`config.mk`:
```
export PLATFORM = sky130hd
export DESIGN_NAME = can_bit_timer
export DESIGN_NICKNAME = d
export VERILOG_FILES = /design/src/rtl/cbt_pkg.sv /design/src/rtl/cbt_lock.sv /design/src/rtl/cbt_dp.sv /design/src/rtl/can_bit_timer.sv
export SDC_FILE = /design/constraint.sdc
export NUM_CORES = 1
export LEC_CHECK = 0
export BUFFER_PORTS_ARGS = -buffer_cell sky130_fd_sc_hd__buf_4
export CAP_MARGIN = 20
export CORE_MARGIN = 4
export CORE_UTILIZATION = 55
export CTS_BUF_LIST = sky130_fd_sc_hd__clkbuf_2 sky130_fd_sc_hd__clkbuf_4 sky130_fd_sc_hd__clkbuf_8
export DETAILED_ROUTE_END_ITERATION = 10
export PLACE_DENSITY = 0.75
export SLEW_MARGIN = 0
export SYNTH_ARGS = -nofsm -noshare
export SYNTH_HDL_FRONTEND = slang
export SYNTH_SLANG_ARGS = --single-unit
```
`constraint.sdc`:
```
create_clock -name clk -period 3.8 [get_ports clk]
set_input_delay 0.76 -clock clk [delete_from_list [all_inputs] [get_ports clk]]
set_output_delay 0.76 -clock clk [all_outputs]
set_load 0.05 [all_outputs]
```
`src/rtl/cbt_pkg.sv`:
```
package cbt_pkg;
  // strobes from the timing datapath to the lock control
  typedef struct packed {
    logic tick;      // quantum tick this clock
    logic boundary;  // tick of the last quantum of a bit
    logic sample;    // tick at the sample point
  } dp_strobe_t;
endpackage

```
`src/rtl/cbt_lock.sv`:
```
module cbt_lock import cbt_pkg::*; #(
  parameter int BRP_W  = 8,
  parameter int SEG1_W = 4,
  parameter int SEG2_W = 3,
  localparam int CFG_W = BRP_W + SEG1_W + SEG2_W + 1
) (
  input  logic              clk,
  input  logic              rstN,
  input  logic              regWe,
  input  logic              regAddr,
  input  logic [CFG_W-1:0]  regWdata,
  input  dp_strobe_t        st,
  output logic              cfgAck,
  output logic              restart,
  output logic [BRP_W-1:0]  actBrp,
  output logic [SEG1_W-1:0] actSeg1,
  output logic [SEG2_W-1:0] actSeg2,
  output logic              actSam
);
  localparam int S1_LO  = BRP_W;
  localparam int S2_LO  = BRP_W + SEG1_W;
  localparam int SAM_AT = BRP_W + SEG1_W + SEG2_W;

  logic              reqBit;
  logic [BRP_W-1:0]  pendBrp;
  logic [SEG1_W-1:0] pendSeg1;
  logic [SEG2_W-1:0] pendSeg2;
  logic              pendSam;

  assign restart = st.boundary && cfgAck && !reqBit;

  always_ff @(posedge clk) begin
    if (!rstN) begin
      reqBit   <= 1'b1;
      cfgAck   <= 1'b0;
      pendBrp  <= '0;
      pendSeg1 <= '0;
      pendSeg2 <= '0;
      pendSam  <= 1'b0;
      actBrp   <= '0;
      actSeg1  <= '0;
      actSeg2  <= '0;
      actSam   <= 1'b0;
    end else begin
      if (regWe && !regAddr) reqBit <= regWdata[0];
      if (regWe && regAddr && cfgAck) begin
        pendBrp  <= regWdata[BRP_W-1:0];
        pendSeg1 <= regWdata[S1_LO +: SEG1_W];
        pendSeg2 <= regWdata[S2_LO +: SEG2_W];
        pendSam  <= regWdata[SAM_AT];
      end
      if (st.boundary) begin
        if (cfgAck && !reqBit) begin
          cfgAck  <= 1'b0;
          actBrp  <= pendBrp;
          actSeg1 <= pendSeg1;
          actSeg2 <= pendSeg2;
          actSam  <= pendSam;
        end else if (!cfgAck && reqBit) begin
          cfgAck <= 1'b1;
        end
      end
    end
  end
endmodule

```
`src/rtl/cbt_dp.sv`:
```
module cbt_dp import cbt_pkg::*; #(
  parameter int BRP_W  = 8,
  parameter int SEG1_W = 4,
  parameter int SEG2_W = 3,
  parameter int VOTE_N = 3,
  localparam int Q_W   = ((SEG1_W > SEG2_W) ? SEG1_W : SEG2_W) + 2,
  localparam int HIST_W = VOTE_N - 1
) (
  input  logic              clk,
  input  logic              rstN,
  input  logic [BRP_W-1:0]  brp,
  input  logic [SEG1_W-1:0] seg1,
  input  logic [SEG2_W-1:0] seg2,
  input  logic              sam,
  input  logic              restart,
  input  logic              rxIn,
  output dp_strobe_t        st,
  output logic              tqTick,
  output logic              bitStart,
  output logic              samplePt,
  output logic              rxBit
);
  logic [BRP_W-1:0]  preCnt;
  logic [Q_W-1:0]    qCnt;
  logic [Q_W-1:0]    lastQ;
  logic [Q_W-1:0]    sampQ;
  logic [HIST_W-1:0] hist;
  logic [VOTE_N-1:0] votes;
  logic              majority;

  assign lastQ = Q_W'(seg1) + Q_W'(seg2) + Q_W'(2);
  assign sampQ = Q_W'(seg1) + Q_W'(1);

  assign tqTick   = (preCnt == brp);
  assign bitStart = tqTick && (qCnt == '0);
  assign samplePt = tqTick && (qCnt == sampQ);

  assign st.tick     = tqTick;
  assign st.boundary = tqTick && (qCnt == lastQ);
  assign st.sample   = samplePt;

  // vote window: stored history plus the live line
  assign votes = {hist, rxIn};
  assign majority = ($countones(votes) > (VOTE_N / 2));

  always_ff @(posedge clk) begin
    if (!rstN) begin
      preCnt <= '0;
      qCnt   <= '0;
    end else if (restart) begin
      preCnt <= '0;
      qCnt   <= '0;
    end else if (tqTick) begin
      preCnt <= '0;
      qCnt   <= (qCnt == lastQ) ? '0 : qCnt + Q_W'(1);
    end else begin
      preCnt <= preCnt + BRP_W'(1);
    end
  end

  always_ff @(posedge clk) begin
    if (!rstN) begin
      hist  <= '1;
      rxBit <= 1'b1;
    end else begin
      if (tqTick) hist <= {hist[HIST_W-2:0], rxIn};
      if (samplePt) rxBit <= sam ? majority : rxIn;
    end
  end
endmodule

```
`src/rtl/can_bit_timer.sv`:
```
module can_bit_timer import cbt_pkg::*; #(
  parameter int BRP_W  = 8,
  parameter int SEG1_W = 4,
  parameter int SEG2_W = 3,
  localparam int CFG_W = BRP_W + SEG1_W + SEG2_W + 1
) (
  input  logic             clk,
  input  logic             rstN,
  input  logic             regWe,
  input  logic             regAddr,
  input  logic [CFG_W-1:0] regWdata,
  input  logic             rxIn,
  output logic             tqTick,
  output logic             bitStart,
  output logic             samplePt,
  output logic             rxBit,
  output logic             cfgAck
);
  dp_strobe_t        st;
  logic              restart;
  logic [BRP_W-1:0]  actBrp;
  logic [SEG1_W-1:0] actSeg1;
  logic [SEG2_W-1:0] actSeg2;
  logic              actSam;

  cbt_lock #(.BRP_W(BRP_W), .SEG1_W(SEG1_W), .SEG2_W(SEG2_W)) u_lock (
    .clk(clk), .rstN(rstN), .regWe(regWe), .regAddr(regAddr),
    .regWdata(regWdata), .st(st), .cfgAck(cfgAck), .restart(restart),
    .actBrp(actBrp), .actSeg1(actSeg1), .actSeg2(actSeg2), .actSam(actSam)
  );

  cbt_dp #(.BRP_W(BRP_W), .SEG1_W(SEG1_W), .SEG2_W(SEG2_W), .VOTE_N(3)) u_dp (
    .clk(clk), .rstN(rstN), .brp(actBrp), .seg1(actSeg1), .seg2(actSeg2),
    .sam(actSam), .restart(restart), .rxIn(rxIn), .st(st),
    .tqTick(tqTick), .bitStart(bitStart), .samplePt(samplePt), .rxBit(rxBit)
  );
endmodule

```
==> impl_results.md, run 1 <==
* Setup WS pre-CTS at 0.7752 ns
* Yosys reg bits at 51
* Placed Area at 2793 sq um
* Hold Crit Start: u_lock.pendBrp[5]
* R2R Path End: u_lock.actSeg2[1]
* Clock Sinks at 51
* Maximum VDD drop at 296.2 uV
* RSZ-0062 raised after global routing: no
* Die width at 77.58 um
* Max_slew headroom at 59.04%
* Status: finished clean
* Max Root-Sink Buffers at 2
* Die Y at 77.58 um
* Worst-Skew Late Latency at 0.30 ns
* Antenna violations before repair at 0
* Routed Antenna Nets at 0
* Largest fanout on the critical path at 16
* Clock transition at path regs at 0.09 ns
* Arrival time at the worst endpoint at 3.31 ns
* Boundary pin count at 26
* Core ar. at 4692 sq um
* Sequential Power Share at 50.8%
* Die Area at 6018 sq um
* CTS tree: done
* Std cell rows at 25
* FMAX at 325.4 MHz
* Worst path most repeated cell: ha_1
* FF+latch area at 1021 sq um
* Slowest CP cell: fa_1
* Fillers at 419
* Setup TNS at 0 ns
* Asr flop ratio synth at 0%
* Post-route cell area at 2914 sq um
* Setup WS post-layout at 0.7268 ns
* Final min period at 3.073 ns
* DRT Wirelength at 4.747 mm
* Antenna Cells at 0
* H-tree levels at 2
* Max_cap viols at 0
* Post-route DRC at 0
* Crit path buf inv count at 1
* GPL Wtd Cong at 0.8431
* Initial Util at 56.75%
* GRT Overall Usage at 17.35%
* IO Port Bufs at 25
* CTS hold repair buffers at 0
* R2r startpoint: u_lock.actSeg1[0]
* Syn-to-layout area delta at 9.445%
* CP Class: reg -> reg
* Largest net degree at the start of global routing at 63
* CP Cell Sequence: ha_1 > fa_1 > xor2_2 > ha_1 > xor2_1 > nor3_1 > nand3b_1 > nor3_4 > buf_4 > mux2i_1
* Cts bufs inserted at 5
* Via/cell ratio at 5.357
* Syn avg cell area at 8.617 sq um
* Yosys warning count at 0
* Hold Path Class: reg -> reg
* Top FF cell, synth: dfxtp_1
* Number of synthesized flops with an enable pin at 0
* FF-to-FF path depth at 10
* P per Cell Area at 382.5 nW/um^2
* 1st-iter DRT viols at 124
* Slew Viols, Final at 0
* Clock Tree Root: clkbuf_8
* Vias in the first global route at 1,794
* DPL Wire Length at 3.356 mm
* Drt pass-1 iters at 4
* Setup repair bufs after CTS at 0
* CP endpoint kind: flip-flop
* Clock network fraction of design power at 35.6%
* Post-synthesis sequential area ratio at 38.35%
* Crit-path max cell delay at 0.45 ns
* Switching Share at 25.64%
* Gr ovfl total at 0
* Final Cycle Share at 80.87%
* Post-cts resize count at 0
* Multi-input logic area at 1490 sq um
* Startpoint Class: flip-flop
* Setup violations, final at 0
* WHS Path Cells at 2
* Final nets at 355
* Internal at 0.8289 mW
* First-pass GRT wire length at 8.459 mm
* Reg2reg setup slack at 0.73 ns
* Syn Nets at 341
* Final Skew at 0.004755 ns
* CP required at 4.04 ns
* Synth cell types at 45
* Synth Instances at 309
* Largest delay share family, worst path: adder cells
* Hold Path Sink: u_lock.actBrp[5]
* Leakage power at 1.070 nW
* Via count at 2,025
* Net load switching power at 0.2858 mW
* Cell Area, Synth at 2663 sq um
* Worst-Margin Slew at 0.6128 ns
* Total Power at 1.115 mW
* Final hold slack at 0.4625 ns
* Gate power share at 13.6%
* Share of cells above drive strength 1 at 13.27%
* WL per Instance at 12.56 um
* Final hold viol count at 0
[placed cells by master, fill, tap and decap left out, types with 2 or more instances in the layout]
cell,n
o2bb2ai_1,3
xor2_1,8
inv_1,5
clkbuf_8,6
a21oi_1,5
mux2i_1,17
o21ai_0,4
buf_4,26
xnor2_1,16
a21boi_0,21
o2111ai_1,2
nor2_1,12
nor2b_1,2
nand2b_1,3
and3_1,4
nand4_1,2
nand3_1,11
a211oi_1,2
nor3_1,5
or3_1,3
dfxtp_1,51
or2_2,3
nand2_1,85
ha_1,10
[per-layer routing]
layer / vias up / track usage (%) / share of wire [%]
met5: - / 0 / 0
li1: 1065 / - / -
met1: 909 / 24.22 / 52
met3: 7 / 4.176 / 4.0
met4: 0 / 6.584 / 1.6
met2: 44 / 25.91 / 43
[kinds of logic after synthesis]
family,synth area share [%]
xor gates and xnor gates,8.506
muxes,6.814
AOI/OAI and AO/OA,12.41
adders and majority gates,5.451
DFF,38.35
and+or+nand+nor,22.79
buffers and inverters,5.686
[power groups by stage]
stage / clock network [mW] / registers [mW] / logic (mW)
global placement: 0 / 0.579 / 0.148
CTS: 0.410 / 0.567 / 0.151
floorplan: 0 / 0.585 / 0.0986
finish: 0.397 / 0.567 / 0.151
global route: 0.433 / 0.570 / 0.166
detailed placement: 0 / 0.579 / 0.150
[flip-flops by register name, summed over array words and instances (netlist names), 2 cells and up]
signal           count
u_lock.actSeg2       3
u_lock.pendSeg1      4
u_lock.pendSeg2      3
u_dp.qCnt            6
u_dp.preCnt          8
u_dp.hist            2
u_lock.pendBrp       8
u_lock.actBrp        8
u_lock.actSeg1       4
[worst max-delay path by stage]
stage | startpoint | endpoint | slack (ns) | cells past startpoint
global placement | u_lock.actSeg1[0] | u_lock.actSam | 0.85 | 10
detailed placement | u_lock.actSeg1[0] | u_lock.actSeg2[1] | 0.78 | 10
CTS | u_lock.actSeg1[0] | u_lock.actSeg2[1] | 0.72 | 10
finish | u_lock.actSeg1[0] | u_lock.actSeg2[1] | 0.73 | 10
global route | u_lock.actSeg1[0] | u_lock.actBrp[1] | 0.55 | 10
floorplan | u_dp.preCnt[2] | bitStart | 0.72 | 6
[through the flow]
stage          instances  util (%)
5_1_grt              378     62.11
3_5_place_dp         370     59.52
6_report             378     62.11
3_3_place_gp         370     59.52
4_1_cts              378     62.11
2_1_floorplan        309         -
[worst register-to-register path: stages, from the launching register on]
cell	delay, ns
dfxtp_1	0.36
ha_1	0.25
fa_1	0.45
xor2_2	0.20
ha_1	0.29
xor2_1	0.14
nor3_1	0.18
nand3b_1	0.33
nor3_4	0.27
buf_4	0.30
mux2i_1	0.23
[cells in the mapped netlist, types with 2 or more instances]
master	count	area, sq um
or3_1	3	18.77
buf_4	2	15.01
a211oi_1	2	15.01
a21boi_0	21	157.7
nor3_1	5	25.02
clkbuf_1	9	33.78
dfxtp_1	51	1021
nor2_1	12	45.04
ha_1	10	125.1
o21ai_0	4	20.02
nand4_1	2	12.51
a21oi_1	5	25.02
nand3_1	11	55.05
xor2_1	8	70.07
nand2b_1	3	18.77
or2_2	3	18.77
mux2i_1	17	170.2
xnor2_1	16	140.1
nand2_1	85	319.1
o2111ai_1	2	17.52
dlygate4sd3_1	2	20.02
o2bb2ai_1	3	26.28
inv_1	5	18.77
nor2b_1	2	12.51
buf_6	3	33.78
and3_1	4	25.02
[final cells by class]
cell class | instances | area share [%]
Timing Repair Buffer | 26 | 6.698
Tap cell | 54 | 2.319
Inverter | 5 | 0.6441
Clock inverter | 2 | 1.331
Multi-Input combinational cell | 234 | 51.14
Sequential cell | 51 | 35.04
Clock buffer | 6 | 2.834
Power figures use the tool's default switching activity.
==> run 2, diff against run 1 <==
Settings changed: PLACE_DENSITY 0.75 to 0.78.
Clock period 3.8 ns to 2.73 ns, I/O delays scaled along.
==> run 2 against run 1 <==
Effect of this change:
- die area unchanged
- utilization up 1.9 points
- power up 29%
- clock power up 8.6%
- non-clock buffer count up 7
- register-to-register slack worse by 0.67 ns
- clock skew down 0.0011 ns
- clock-buffer cell count unchanged
- via count up 1.8%
- fmax up 15%
- critical endpoint is now u_lock.actBrp[1]
- largest cell class unchanged
==> impl_results.md, run 2 (same netlist as run 1, synthesis figures left out) <==
* Status: finished clean
* Via/cell ratio at 5.353
* H-tree levels at 2
* Setup violations, final at 0
* Gr ovfl total at 0
* Maximum VDD drop at 410.4 uV
* Slew Viols, Final at 0
* Layout Cells excl Fill at 385
* Die Area at 6018 sq um
* Core ar. at 4692 sq um
* Max_cap viols at 0
* Leakage power at 1.092 nW
* Cts bufs inserted at 5
* Worst-Margin Slew at 0.5819 ns
* Final Skew at 0.003624 ns
* Routed Antenna Nets at 0
* Final nets at 362
* CTS tree: done
* Setup WS pre-CTS at 0.1470 ns
* GRT Overall Usage at 17.72%
* GPL Wtd Cong at 0.7794
* Vias in the first global route at 1,954
* Hold Path Class: reg -> reg
* Final core occ at 63.97%
* Antenna Cells at 0
* Boundary pin count at 26
* Arrival time at the worst endpoint at 2.91 ns
* DP Cell Count at 376
* P per Cell Area at 478.7 nW/um^2
* Share of cells above drive strength 1 at 17.22%
* Total Power at 1.437 mW
* Post-route cell area at 3002 sq um
* FMAX at 373.5 MHz
* 1st-iter DRT viols at 83
* Max_slew headroom at 61.10%
* Drt pass-1 iters at 4
* Setup repair bufs after CTS at 0
* Die width at 77.58 um
* First-pass GRT wire length at 8.859 mm
* Clock Tree Root: clkbuf_8
* Placed Area at 2872 sq um
* Setup WS post-layout at 0.05293 ns
* Largest net degree at the start of global routing at 52
* CP required at 2.96 ns
* Post-route DRC at 0
* Via count at 2,061
* Final hold viol count at 0
* Initial Util at 56.75%
* Clock Sinks at 51
* Commonest cells after routing, fill and taps aside: nand2_1 (85), dfxtp_1 (50), buf_4 (31), a21boi_0 (21), mux2i_1 (16)
* Clock transition at path regs at 0.09 ns
* DRT Wirelength at 5.047 mm
* Biggest regs: u_dp.preCnt (8), u_lock.actBrp (8), u_lock.pendBrp (8)
* IO Port Bufs at 25
* Most common cell after layout, fill and taps aside: nand2_1
* Worst-Skew Late Latency at 0.30 ns
* Final Cycle Share at 98.06%
* DPL Wire Length at 3.538 mm
* CP endpoint kind: flip-flop
* Antenna violations before repair at 0
* Largest fanout on the critical path at 8
* Startpoint Class: flip-flop
* Die Y at 77.58 um
* WL per Instance at 13.11 um
* RSZ-0062 raised after global routing: yes
* Syn-to-layout area delta at 12.73%
* CTS hold repair buffers at 0
* Post-cts resize count at 0
* CP Class: reg -> reg
* Std cell rows at 25
* Max Root-Sink Buffers at 2
* Final min period at 2.677 ns
[run 2: worst max-delay path, cell delays in order (launching register included)]
cell and delay (ns):
dfxtp_4 0.38, ha_4 0.16, fa_2 0.37, xor2_2 0.17, ha_2 0.21, xnor2_2 0.15, o41a_1 0.45, nor3_4 0.31
clkbuf_16 0.22, mux2i_1 0.18
[run 2: layer usage]
layer  global-route usage (%)  up-vias  part of all wire, %
met5                        0        -                    0
li1                         -     1075                    -
met4                    4.270        0                 0.57
met3                    3.132        2                  4.0
met1                    25.07      948                   50
met2                    28.07       36                   45
[run 2: final cells by class]
class | instances | area, sq um
Clock buffer | 6 | 76.32
Clock inverter | 2 | 12.51
Fill cell | 422 | 1690
Inverter | 5 | 18.77
Multi-Input combinational cell | 234 | 1524
Sequential cell | 51 | 1025
Tap cell | 54 | 67.56
Timing Repair Buffer | 33 | 277.8
[run 2: where the power goes]
| group | switching [mW] | internal, mW | total (mW) |
|---|---|---|---|
| Sequential | 0.0254 | 0.764 | 0.789 |
| Clock | 0.241 | 0.190 | 0.431 |
| Combinational | 0.124 | 0.0923 | 0.217 |
[run 2: path summary, 6_finish.rpt]
| path | to | start | cells past startpoint | slack [ns] |
|---|---|---|---|---|
| min | u_lock.actSeg1[3] | u_lock.pendSeg1[3] | 2 | 0.46 |
| max | u_lock.actBrp[1] | u_lock.actSeg1[0] | 9 | 0.05 |
| max reg2reg | u_lock.actBrp[1] | u_lock.actSeg1[0] | 9 | 0.05 |
| min reg2reg | u_lock.actSeg1[3] | u_lock.pendSeg1[3] | 2 | 0.46 |
[run 2: per-stage QoR]
stage	setup TNS, ns	hold slack, ns
after floorplan	0	0.4307
after global placement	0	0.4471
after detailed placement	0	0.4535
after CTS	0	0.4619
after global routing	-0.1883	0.4867
final	0	0.4616
